==> src/rtl/pta_pkg.sv <==
package pta_pkg;

    localparam int N_EXT  = 6;
    localparam int NREQ   = N_EXT + 1;
    localparam int IDX_W  = $clog2(NREQ);
    localparam int REG_W  = 8;
    localparam int ADDR_W = 2;

    typedef logic [NREQ-1:0]  req_vec_t;
    typedef logic [N_EXT-1:0] ext_vec_t;

    typedef enum logic [ADDR_W-1:0] {
        REG_CTRL   = 2'd0,
        REG_MASK   = 2'd1,
        REG_TOSTAT = 2'd2,
        REG_SPARE  = 2'd3
    } reg_sel_e;

    // control word: park enable above one tier bit per requester
    typedef struct packed {
        logic     park;
        req_vec_t high_tier;
    } ctrl_reg_t;

    // mask word: timeout enable, auto-mask enable, manual blocks
    typedef struct packed {
        logic     to_en;
        logic     am_en;
        ext_vec_t block;
    } mask_reg_t;

    localparam ctrl_reg_t CTRL_RST = '{park: 1'b0, high_tier: req_vec_t'(1)};

    function automatic logic [IDX_W-1:0] onehot_idx(req_vec_t v);
        logic [IDX_W-1:0] r;
        r = '0;
        for (int i = 0; i < NREQ; i++)
            if (v[i]) r = IDX_W'(i);
        return r;
    endfunction

    // first set bit strictly after 'last', wrapping around
    function automatic req_vec_t rr_pick(req_vec_t v, logic [IDX_W-1:0] last);
        req_vec_t r;
        logic     found;
        int       k;
        r     = '0;
        found = 1'b0;
        for (int s = 1; s <= NREQ; s++) begin
            k = (int'(last) + s) % NREQ;
            if (!found && v[k]) begin
                r[k]  = 1'b1;
                found = 1'b1;
            end
        end
        return r;
    endfunction

endpackage

==> src/rtl/pta_tier_pick.sv <==
module pta_tier_pick
    import pta_pkg::*;
(
    input  logic             clk,
    input  logic             rst,
    input  req_vec_t         tier_req,
    input  logic             adv,
    input  logic [IDX_W-1:0] adv_idx,
    output req_vec_t         win,
    output logic             any
);

    logic [IDX_W-1:0] last_q;

    // the pointer moves only when an owner of this tier starts a transaction
    always_ff @(posedge clk) begin
        if (rst)
            last_q <= IDX_W'(NREQ - 1);
        else if (adv)
            last_q <= adv_idx;
    end

    always_comb begin
        win = rr_pick(tier_req, last_q);
        any = |tier_req;
    end

endmodule

==> src/rtl/pta_timeout.sv <==
module pta_timeout
    import pta_pkg::*;
#(
    parameter int TO_CYCLES = 16
) (
    input  logic     clk,
    input  logic     rst,
    input  ext_vec_t own_ext,
    input  logic     owner_started,
    input  logic     bus_start,
    input  logic     gnt_change,
    output ext_vec_t to_hit
);

    localparam int CNT_W = $clog2(TO_CYCLES + 1);

    logic [CNT_W-1:0] cnt_q;
    logic             ext_owner;
    logic             waiting;
    logic             fire;

    assign ext_owner = |own_ext;
    assign waiting   = ext_owner && !owner_started && !bus_start && !gnt_change;
    assign fire      = waiting && (cnt_q == CNT_W'(TO_CYCLES - 1));
    assign to_hit    = fire ? own_ext : '0;

    always_ff @(posedge clk) begin
        if (rst || !waiting || fire)
            cnt_q <= '0;
        else
            cnt_q <= cnt_q + CNT_W'(1);
    end

endmodule

==> src/rtl/pta_regs.sv <==
module pta_regs
    import pta_pkg::*;
(
    input  logic              clk,
    input  logic              rst,
    input  logic              wr_en,
    input  logic [ADDR_W-1:0] addr,
    input  logic [REG_W-1:0]  wdata,
    input  ext_vec_t          to_hit,
    output ctrl_reg_t         ctrl,
    output mask_reg_t         mask,
    output ext_vec_t          auto_mask,
    output ext_vec_t          to_status,
    output logic [REG_W-1:0]  rdata
);

    reg_sel_e  sel;
    mask_reg_t wr_mask;
    ext_vec_t  clr;
    logic      wr_ctrl;
    logic      wr_msk;

    assign sel     = reg_sel_e'(addr);
    assign wr_mask = mask_reg_t'(wdata);
    assign wr_ctrl = wr_en && (sel == REG_CTRL);
    assign wr_msk  = wr_en && (sel == REG_MASK);
    assign clr     = (wr_en && sel == REG_TOSTAT) ? wr_mask.block : '0;

    always_ff @(posedge clk) begin
        if (rst) begin
            ctrl      <= CTRL_RST;
            mask      <= '0;
            auto_mask <= '0;
            to_status <= '0;
        end else begin
            if (wr_ctrl)
                ctrl <= ctrl_reg_t'(wdata);
            if (wr_msk)
                mask <= wr_mask;
            // set beats clear when both hit one bit in the same cycle
            to_status <= (to_status & ~clr) | (mask.to_en ? to_hit : '0);
            if (wr_msk && !wr_mask.am_en)
                auto_mask <= '0;
            else if (mask.am_en)
                auto_mask <= auto_mask | to_hit;
        end
    end

    always_comb begin
        unique case (sel)
            REG_CTRL:   rdata = ctrl;
            REG_MASK:   rdata = mask;
            REG_TOSTAT: rdata = REG_W'(to_status);
            default:    rdata = '0;
        endcase
    end

endmodule

==> src/rtl/pci_tier_arbiter.sv <==
module pci_tier_arbiter
    import pta_pkg::*;
#(
    parameter int TO_CYCLES = 16
) (
    input  logic              clk,
    input  logic              rst,
    input  logic [NREQ-1:0]   req_i,
    input  logic              bus_idle_i,
    input  logic              bus_start_i,
    input  logic              reg_wr_i,
    input  logic [ADDR_W-1:0] reg_addr_i,
    input  logic [REG_W-1:0]  reg_wdata_i,
    output logic [REG_W-1:0]  reg_rdata_o,
    output logic [NREQ-1:0]   gnt_o
);

    localparam int N_TIER = 2;

    ctrl_reg_t        ctrl;
    mask_reg_t        mask;
    ext_vec_t         auto_mask;
    ext_vec_t         to_status;
    ext_vec_t         to_hit;
    req_vec_t         req_eff;
    req_vec_t         gnt_q;
    req_vec_t         gnt_d;
    req_vec_t         next_sel;
    logic             update_en;
    logic             gnt_change;
    logic             owner_started;
    logic             start_ev;
    logic [IDX_W-1:0] owner_idx;
    logic             owner_high;
    req_vec_t         tier_req [N_TIER];
    req_vec_t         tier_win [N_TIER];
    logic             tier_any [N_TIER];
    logic             tier_adv [N_TIER];

    pta_regs u_regs (
        .clk       (clk),
        .rst       (rst),
        .wr_en     (reg_wr_i),
        .addr      (reg_addr_i),
        .wdata     (reg_wdata_i),
        .to_hit    (to_hit),
        .ctrl      (ctrl),
        .mask      (mask),
        .auto_mask (auto_mask),
        .to_status (to_status),
        .rdata     (reg_rdata_o)
    );

    assign req_eff    = req_i & ~{(mask.block | auto_mask), 1'b0};
    assign owner_idx  = onehot_idx(gnt_q);
    assign owner_high = ctrl.high_tier[owner_idx];
    assign start_ev   = bus_start_i && (|gnt_q) && !owner_started;

    // tier 1 is the high tier, tier 0 the low tier
    for (genvar t = 0; t < N_TIER; t++) begin : g_tier
        localparam bit IS_HIGH = (t == 1);
        assign tier_req[t] = IS_HIGH ? (req_eff & ctrl.high_tier)
                                     : (req_eff & ~ctrl.high_tier);
        assign tier_adv[t] = start_ev && (owner_high == IS_HIGH);
        pta_tier_pick u_pick (
            .clk      (clk),
            .rst      (rst),
            .tier_req (tier_req[t]),
            .adv      (tier_adv[t]),
            .adv_idx  (owner_idx),
            .win      (tier_win[t]),
            .any      (tier_any[t])
        );
    end

    always_comb begin
        if (tier_any[1])
            next_sel = tier_win[1];
        else if (tier_any[0])
            next_sel = tier_win[0];
        else if (ctrl.park)
            next_sel = req_vec_t'(1);
        else
            next_sel = '0;
    end

    assign update_en  = bus_idle_i || owner_started;
    assign gnt_d      = update_en ? next_sel : gnt_q;
    assign gnt_change = (gnt_d != gnt_q);

    always_ff @(posedge clk) begin
        if (rst) begin
            gnt_q         <= '0;
            owner_started <= 1'b0;
        end else begin
            gnt_q <= gnt_d;
            if (gnt_change)
                owner_started <= 1'b0;
            else if (start_ev)
                owner_started <= 1'b1;
        end
    end

    pta_timeout #(.TO_CYCLES(TO_CYCLES)) u_timeout (
        .clk           (clk),
        .rst           (rst),
        .own_ext       (gnt_q[NREQ-1:1]),
        .owner_started (owner_started),
        .bus_start     (bus_start_i),
        .gnt_change    (gnt_change),
        .to_hit        (to_hit)
    );

    assign gnt_o = gnt_q;

endmodule

==> config.mk <==
export PLATFORM = sky130hd
export DESIGN_NAME = pci_tier_arbiter
export DESIGN_NICKNAME = d
export VERILOG_FILES = /design/src/rtl/pta_pkg.sv /design/src/rtl/pta_tier_pick.sv /design/src/rtl/pta_timeout.sv /design/src/rtl/pta_regs.sv /design/src/rtl/pci_tier_arbiter.sv
export SDC_FILE = /design/constraint.sdc
export NUM_CORES = 1
export LEC_CHECK = 0
export BUFFER_PORTS_ARGS = -buffer_cell sky130_fd_sc_hd__buf_2
export CORE_AREA = 5 5 191 193
export DETAILED_ROUTE_END_ITERATION = 10
export DIE_AREA = 0 0 196 198
export PLACE_DENSITY = 0.48
export SETUP_SLACK_MARGIN = 0.1
export SLEW_MARGIN = 5
export SYNTH_ARGS = -nofsm -noshare
export SYNTH_HDL_FRONTEND = slang
export SYNTH_SLANG_ARGS = --single-unit
==> constraint.sdc <==
create_clock -name clk -period 9.25 [get_ports clk]
set_clock_uncertainty 0.05 [all_clocks]
set_input_delay 1.85 -clock clk [delete_from_list [all_inputs] [get_ports clk]]
set_output_delay 1.85 -clock clk [all_outputs]
set_load 0.005 [all_outputs]
* After elaboration in Yosys (flattened, before gate mapping)
Index checks and enable logic that the tools add are counted.
Widths: inputs -> output; s select.
** Cells by class
- Add/sub/neg operators :: 15
- Bitwise gates (word level) :: 23
- Equality and inequality tests :: 4
- Shifts and indexed selects :: 0
- Reductions and logical operators :: 65
- Mux-type cells :: 112
- Divide/modulo/power cells :: 14
- Magnitude comparators :: 29
- Multipliers :: 0
** Operator list (count)
- $ge 32x1->1 const B :: 14
- $lt 32x5->1 const B :: 14
- $mod 32x4->32 const B :: 14
- $mux 7 :: 17
- $or 7x7->7 :: 12
- $mux 1 :: 57
- $bmux 1 s3 :: 15
- $demux 1 s3 :: 14
- $logic_and 1x1->1 :: 38
- $add 3x3->4 const B :: 8
- $pmux 8 s3 :: 1
- $and 7x7->7 :: 3
- $reduce_or 7->1 :: 3
- $mux 6 :: 3
- $or 6x6->6 :: 3
- $logic_not 1->1 :: 17
- $add 3x2->4 const B :: 4
- $not 7->7 :: 2
- $mux 3 :: 4
- $add 3x1->4 const B :: 2
- $ne 7x7->1 :: 1
- $and 6x6->6 :: 1
- $not 6->6 :: 1
- $reduce_or 6->1 :: 1
- other kinds (10) :: 13
** Word-level totals
- Bits in latches :: 0
- Bits in read-only memories :: 0
- RAM bits :: 0
- Memories :: 0
- Output and inout port bits :: 15
- Bits in registers :: 47
- Input bits :: 22

* Depth between registers and ports, before layout
- Depth in word-level cells :: 36
- Gate-level depth with buffers :: 31

* Modules after synthesis
From an unflattened synthesis, not the netlist that was laid out.
** Unflattened totals
- Cells, all modules :: 1415
- Area, all modules :: 10204.8 um2
** Modules (own cells, without submodules)
- pta_tier_pick :: area an instance 3896.2 um2, cells each 574, times used 2, seq. area each 60.1 um2
- pta_regs :: area an instance 1368.8 um2, cells each 132, times used 1, seq. area each 560.5 um2
- pci_tier_arbiter :: area an instance 785.8 um2, cells each 105, times used 1, seq. area each 160.2 um2
- pta_timeout :: area an instance 257.7 um2, cells each 30, times used 1, seq. area each 100.1 um2

* Worst setup path before layout
No wires, ideal clock.
- Kind :: reg2reg
- Start point :: register g_tier[1].u_pick.last_q[0]
- End point :: register u_timeout.cnt_q[1]
- Buffers on the path :: 7
- Data required time :: 9.125 ns
- Setup slack :: 1.816 ns
- Cell stages (with the launch flop) :: 29
- Arrival :: 7.309 ns
- Path through :: dfxtp_1 buf_2 clkbuf_1 clkbuf_1 clkbuf_1 buf_1 inv_1 ha_1 clkinv_1 ha_1 ha_1 buf_2 a21oi_1 xnor2_1 ha_1 inv_1 a21oi_1 a21bo_2 mux2i_1 mux4_2 or2_1 or4b_4 o21a_1 and4b_1 a2111o_1 a2111oi_4 a41oi_2 buf_6 nor3b_2
** On the way
- Word-level cells in the longest chain between the ends :: 32
** RTL lines
- start: declaration :: line pta_tier_pick.sv:13 : logic [IDX_W-1:0] last_q;
- start signal: assignment :: line pta_tier_pick.sv:18 : last_q <= IDX_W'(NREQ - 1);
- start signal: assignment :: line pta_tier_pick.sv:20 : last_q <= adv_idx;
- branches (longest 23 deep; another with $mod 32x4->32)
- $mux 7 * :: line pta_pkg.sv:51 : if (!found && v[k]) begin
- $mux 7 * :: line pci_tier_arbiter.sv:77 : if (tier_any[1])
- $mux 7 * :: line pci_tier_arbiter.sv:88 : assign gnt_d = update_en ? next_sel : gnt_q;
- $ne 7x7->1 * :: line pci_tier_arbiter.sv:89 : assign gnt_change = (gnt_d != gnt_q);
- $logic_not 1->1 * :: line pta_timeout.sv:23 : assign waiting = ext_owner && !owner_started && !bus_start && !gnt_change;
- $logic_and 1x1->1 * :: line pta_timeout.sv:23
- $logic_not 1->1 :: line pta_timeout.sv:28 : if (rst || !waiting || fire)
- $logic_or 1x1->1 :: line pta_timeout.sv:28
- $logic_or 1x1->1 * :: line pta_timeout.sv:28
- end signal: assignment :: line pta_timeout.sv:31 : cnt_q <= cnt_q + CNT_W'(1);
- end: declaration :: line pta_timeout.sv:17 : logic [CNT_W-1:0] cnt_q;
Every way passes the cells marked *. The select of a mux whose other input is x is not followed.
A chain may end at the register's enable or synchronous reset.

* Final worst setup path
- Start point :: register g_tier[1].u_pick.last_q[1]
- End point :: register u_regs.auto_mask[0]
** On the way
- Word-level cells in the longest chain between the ends :: 32
** RTL lines
- branches (longest 23 deep; another with $mod 32x4->32)
- $mux 7 * :: line pta_pkg.sv:51
- $mux 7 * :: line pci_tier_arbiter.sv:77
- $mux 7 * :: line pci_tier_arbiter.sv:88
- $ne 7x7->1 * :: line pci_tier_arbiter.sv:89
- $logic_not 1->1 * :: line pta_timeout.sv:23
- $logic_and 1x1->1 * :: line pta_timeout.sv:23
- $logic_and 1x1->1 * :: line pta_timeout.sv:24 : assign fire = waiting && (cnt_q == CNT_W'(TO_CYCLES - 1));
- $mux 6 * :: line pta_timeout.sv:25 : assign to_hit = fire ? own_ext : '0;
- $or 6x6->6 * :: line pta_regs.sv:45 : auto_mask <= auto_mask | to_hit;
- end signal: assignment :: line pta_regs.sv:45
- end: declaration :: line pta_regs.sv:12 : output ext_vec_t auto_mask,
Marks and branches as above.

==> impl_metrics.env <==
export IMPL_status="completed"
export IMPL_rsz0062_at_grt="no"
export IMPL_end_kind="flip-flop"
export IMPL_crit_start="g_tier[1].u_pick.last_q[1]"
export IMPL_maxSlewViolCount=0
export IMPL_fp_dieW_um=196
export IMPL_synthMuxAreaShare_pct=7.386
export IMPL_clockBufferDepth=2
export IMPL_grt_max_degree=57
export IMPL_portBuffers=36
export IMPL_timing_setup_tns_ns=0
export IMPL_crit_arrival_ns=8.01
export IMPL_worstReg2RegStart="g_tier[1].u_pick.last_q[1]"
export IMPL_dr_total_vias=11630
export IMPL_yosysSeqAreaShare_pct=9.195
export IMPL_synthesis_nets=1568
export IMPL_criticalPathCategory="flip-flop to flip-flop"
export IMPL_setup_violations_final=0
export IMPL_mostFrequentLayoutCells="nand2_1 (159), nor2_1 (132), a21oi_1 (81)"
export IMPL_drt_antenna_violating_nets=0
export IMPL_hold_viol_final=0
export IMPL_drt_wirelength_per_cell_um=19.57
export IMPL_reg2reg_depth=22
export IMPL_place_congestion=0.9305
export IMPL_final_util_pct=31.82
export IMPL_min_period_ns=7.855
export IMPL_max_cap_violations=0
export IMPL_grt_pass1_wl_um=58000
export IMPL_insertion_delay_ns=0.30
export IMPL_hp_class="flip-flop to flip-flop"
export IMPL_num_io_pins=37
export IMPL_synth_top_family_by_area="simple AND/OR/NAND/NOR gates"
export IMPL_synthFlopType="dfxtp_1"
export IMPL_cts_tree="built"
export IMPL_synthAdderAreaFrac_pct=7.606
export IMPL_worst_slew_pin_slew_ns=0.9793
export IMPL_synth_compound_area_share_pct=32.06
export IMPL_rows=68
export IMPL_r2r_end="u_regs.auto_mask[0]"
export IMPL_netlist_top_cell_by_area="dfxtp_1"
export IMPL_cts_sinks=47
export IMPL_synth_xor_area_share_pct=3.118
export IMPL_drtIter0Drc=995
export IMPL_n_antenna_cell=0
export IMPL_async_reset_ff_share_pct=0
export IMPL_cp_required_ns=9.40
export IMPL_core_um2=34370
export IMPL_drt_pass1_iterations=5
export IMPL_place_area_um2=10790
export IMPL_netlist_top_cells_area="dfxtp_1 (9.2%), ha_1 (7.2%), nand2_1 (5.8%)"
export IMPL_cts_htree_levels=2
export IMPL_start_util_pct=29.77
export IMPL_fmax_mhz=127.3
export IMPL_slew_limit_headroom_pct=34.71
export IMPL_final_cell_area_um2=10940
export IMPL_vias_per_cell=6.087
export IMPL_regToRegSetupSlack_ns=1.40
export IMPL_synth_seq_cells=47
export IMPL_whs_path_depth=1
export IMPL_synthDominantCellAreaShare_pct=9.195
export IMPL_finalCritPeriodShare_pct=84.92
export IMPL_layout_drive_gt1_share_pct=10.52
export IMPL_area_delta_synth_final_pct=6.897
export IMPL_cts_resized=0
export IMPL_synth_edf_count=0
export IMPL_grt_util_all_layers_pct=18.12
export IMPL_netlist_instances=1485
export IMPL_dieArea_um2=38810
export IMPL_postCtsHoldBufs=0
export IMPL_cts_setup_buffers=0
export IMPL_dp_hpwl_um=28780
export IMPL_netlist_area_um2=10230
export IMPL_yosys_warnings=0
export IMPL_endpoint="u_regs.auto_mask[0]"
export IMPL_cp_max_fo=25
export IMPL_path_clk_slew_ns=0.08
export IMPL_syn_avg_cell_area_um2=6.890
export IMPL_drc=0
export IMPL_numCtsBuffers=5
export IMPL_wirelength_um=37380
export IMPL_overflow=0
export IMPL_layout_commonest_cell="nand2_1"
export IMPL_start_kind="flip-flop"
export IMPL_cts_root_buf="clkbuf_16"
export IMPL_die_y_um=198
export IMPL_final_nets=1537
export IMPL_antenna_found_initial=0
export IMPL_synthSimpleGateAreaFrac_pct=34.70
export IMPL_ys_types=104
export IMPL_grt_pass1_vias=10480
[logic make-up after synthesis]
| group | count (synthesis) |
|---|---|
| buffers and inverters | 151 |
| and+or+nand+nor | 671 |
| DFF | 47 |
| AOI/OAI and AO/OA | 455 |
| muxes | 70 |
| xor gates and xnor gates | 30 |
| adders and majority gates | 61 |
[per-layer routing]
metal / global-route usage (%) / wire, um / vias to the layer above
met5: 0 / 0 / -
met4: 4.500 / 932 / 0
met3: 1.344 / 2124 / 57
met2: 30.22 / 16980 / 427
met1: 25.49 / 17350 / 5504
li1: - / - / 5638
[metrics by stage]
stage	hold slack, ns	instances	worst slack, ns
floorplan	0.3870	1485	1.816
global placement	0.4063	1902	1.471
detailed placement	0.4127	1902	1.373
CTS	0.4284	1910	1.345
global route	0.4591	1910	0.6693
finish	0.4247	1910	1.395
[worst min-delay path by stage]
| stage | from | end | slack [ns] |
|---|---|---|---|
| final | u_timeout.cnt_q[0] | u_timeout.cnt_q[0] | 0.42 |
| after global routing | u_timeout.cnt_q[0] | u_timeout.cnt_q[0] | 0.46 |
| after CTS | u_timeout.cnt_q[0] | u_timeout.cnt_q[0] | 0.43 |
| after global placement | u_regs.to_status[5] | u_regs.to_status[5] | 0.41 |
| after floorplan | u_regs.to_status[5] | u_regs.to_status[5] | 0.39 |
| after detailed placement | u_timeout.cnt_q[0] | u_timeout.cnt_q[0] | 0.41 |
[layout make-up]
type	instances	area (um^2)
fill	3764	23440
multi-input combinational	1287	8703
sequential	47	943.4
tap	455	569.3
timing repair buffer	62	375.4
inverter	51	193.9
clock buffer	5	125.1
clock inverter	3	27.53
[state kept, by name (all words and copies together) (netlist names)]
register,count
owner_started,1
gnt_o,7
u_regs.mask,8
u_timeout.cnt_q,5
g_tier.u_pick.last_q,6
u_regs.auto_mask,6
u_regs.ctrl,8
u_regs.to_status,6
[Yosys cell counts (12+ instances only)]
cell type and number:
mux2i_1 53, nor3_1 66, ha_1 59, o22ai_1 13, o211ai_1 19, o21ai_0 67, nand2_1 159, inv_1 45
or3_1 15, a21oi_1 81, clkbuf_1 69, o31ai_1 12, nor2b_1 30, nand2b_1 27, mux2_2 14, buf_2 17
nand3_1 62, nor2_1 132, a211oi_1 25, nand3b_1 13, xnor2_1 23, and3_1 23, a31oi_1 33, nor4_1 19
a21o_1 14, dfxtp_1 47, o21a_1 14, or2_2 14, nand4_1 25
[worst max-delay path, stage by stage, from the launching register on]
cell       delay (ns)
dfxtp_1          0.82
inv_1            0.32
ha_1             0.36
buf_4            0.28
clkinv_1         0.40
ha_1             0.32
ha_1             0.27
a21oi_1          0.28
xnor2_1          0.19
ha_1             0.18
inv_1            0.06
a21oi_1          0.11
a21bo_2          0.16
mux2i_1          0.48
mux4_2           0.63
or2_1            0.30
nor4b_1          0.58
a21oi_1          0.20
and3_1           0.21
a2111o_1         0.43
a2111oi_4        0.30
a41oi_2          0.50
o21ai_0          0.30
Power is not shown: default switching activity piles up to over one toggle a cycle in this logic, so the estimate is an artifact.
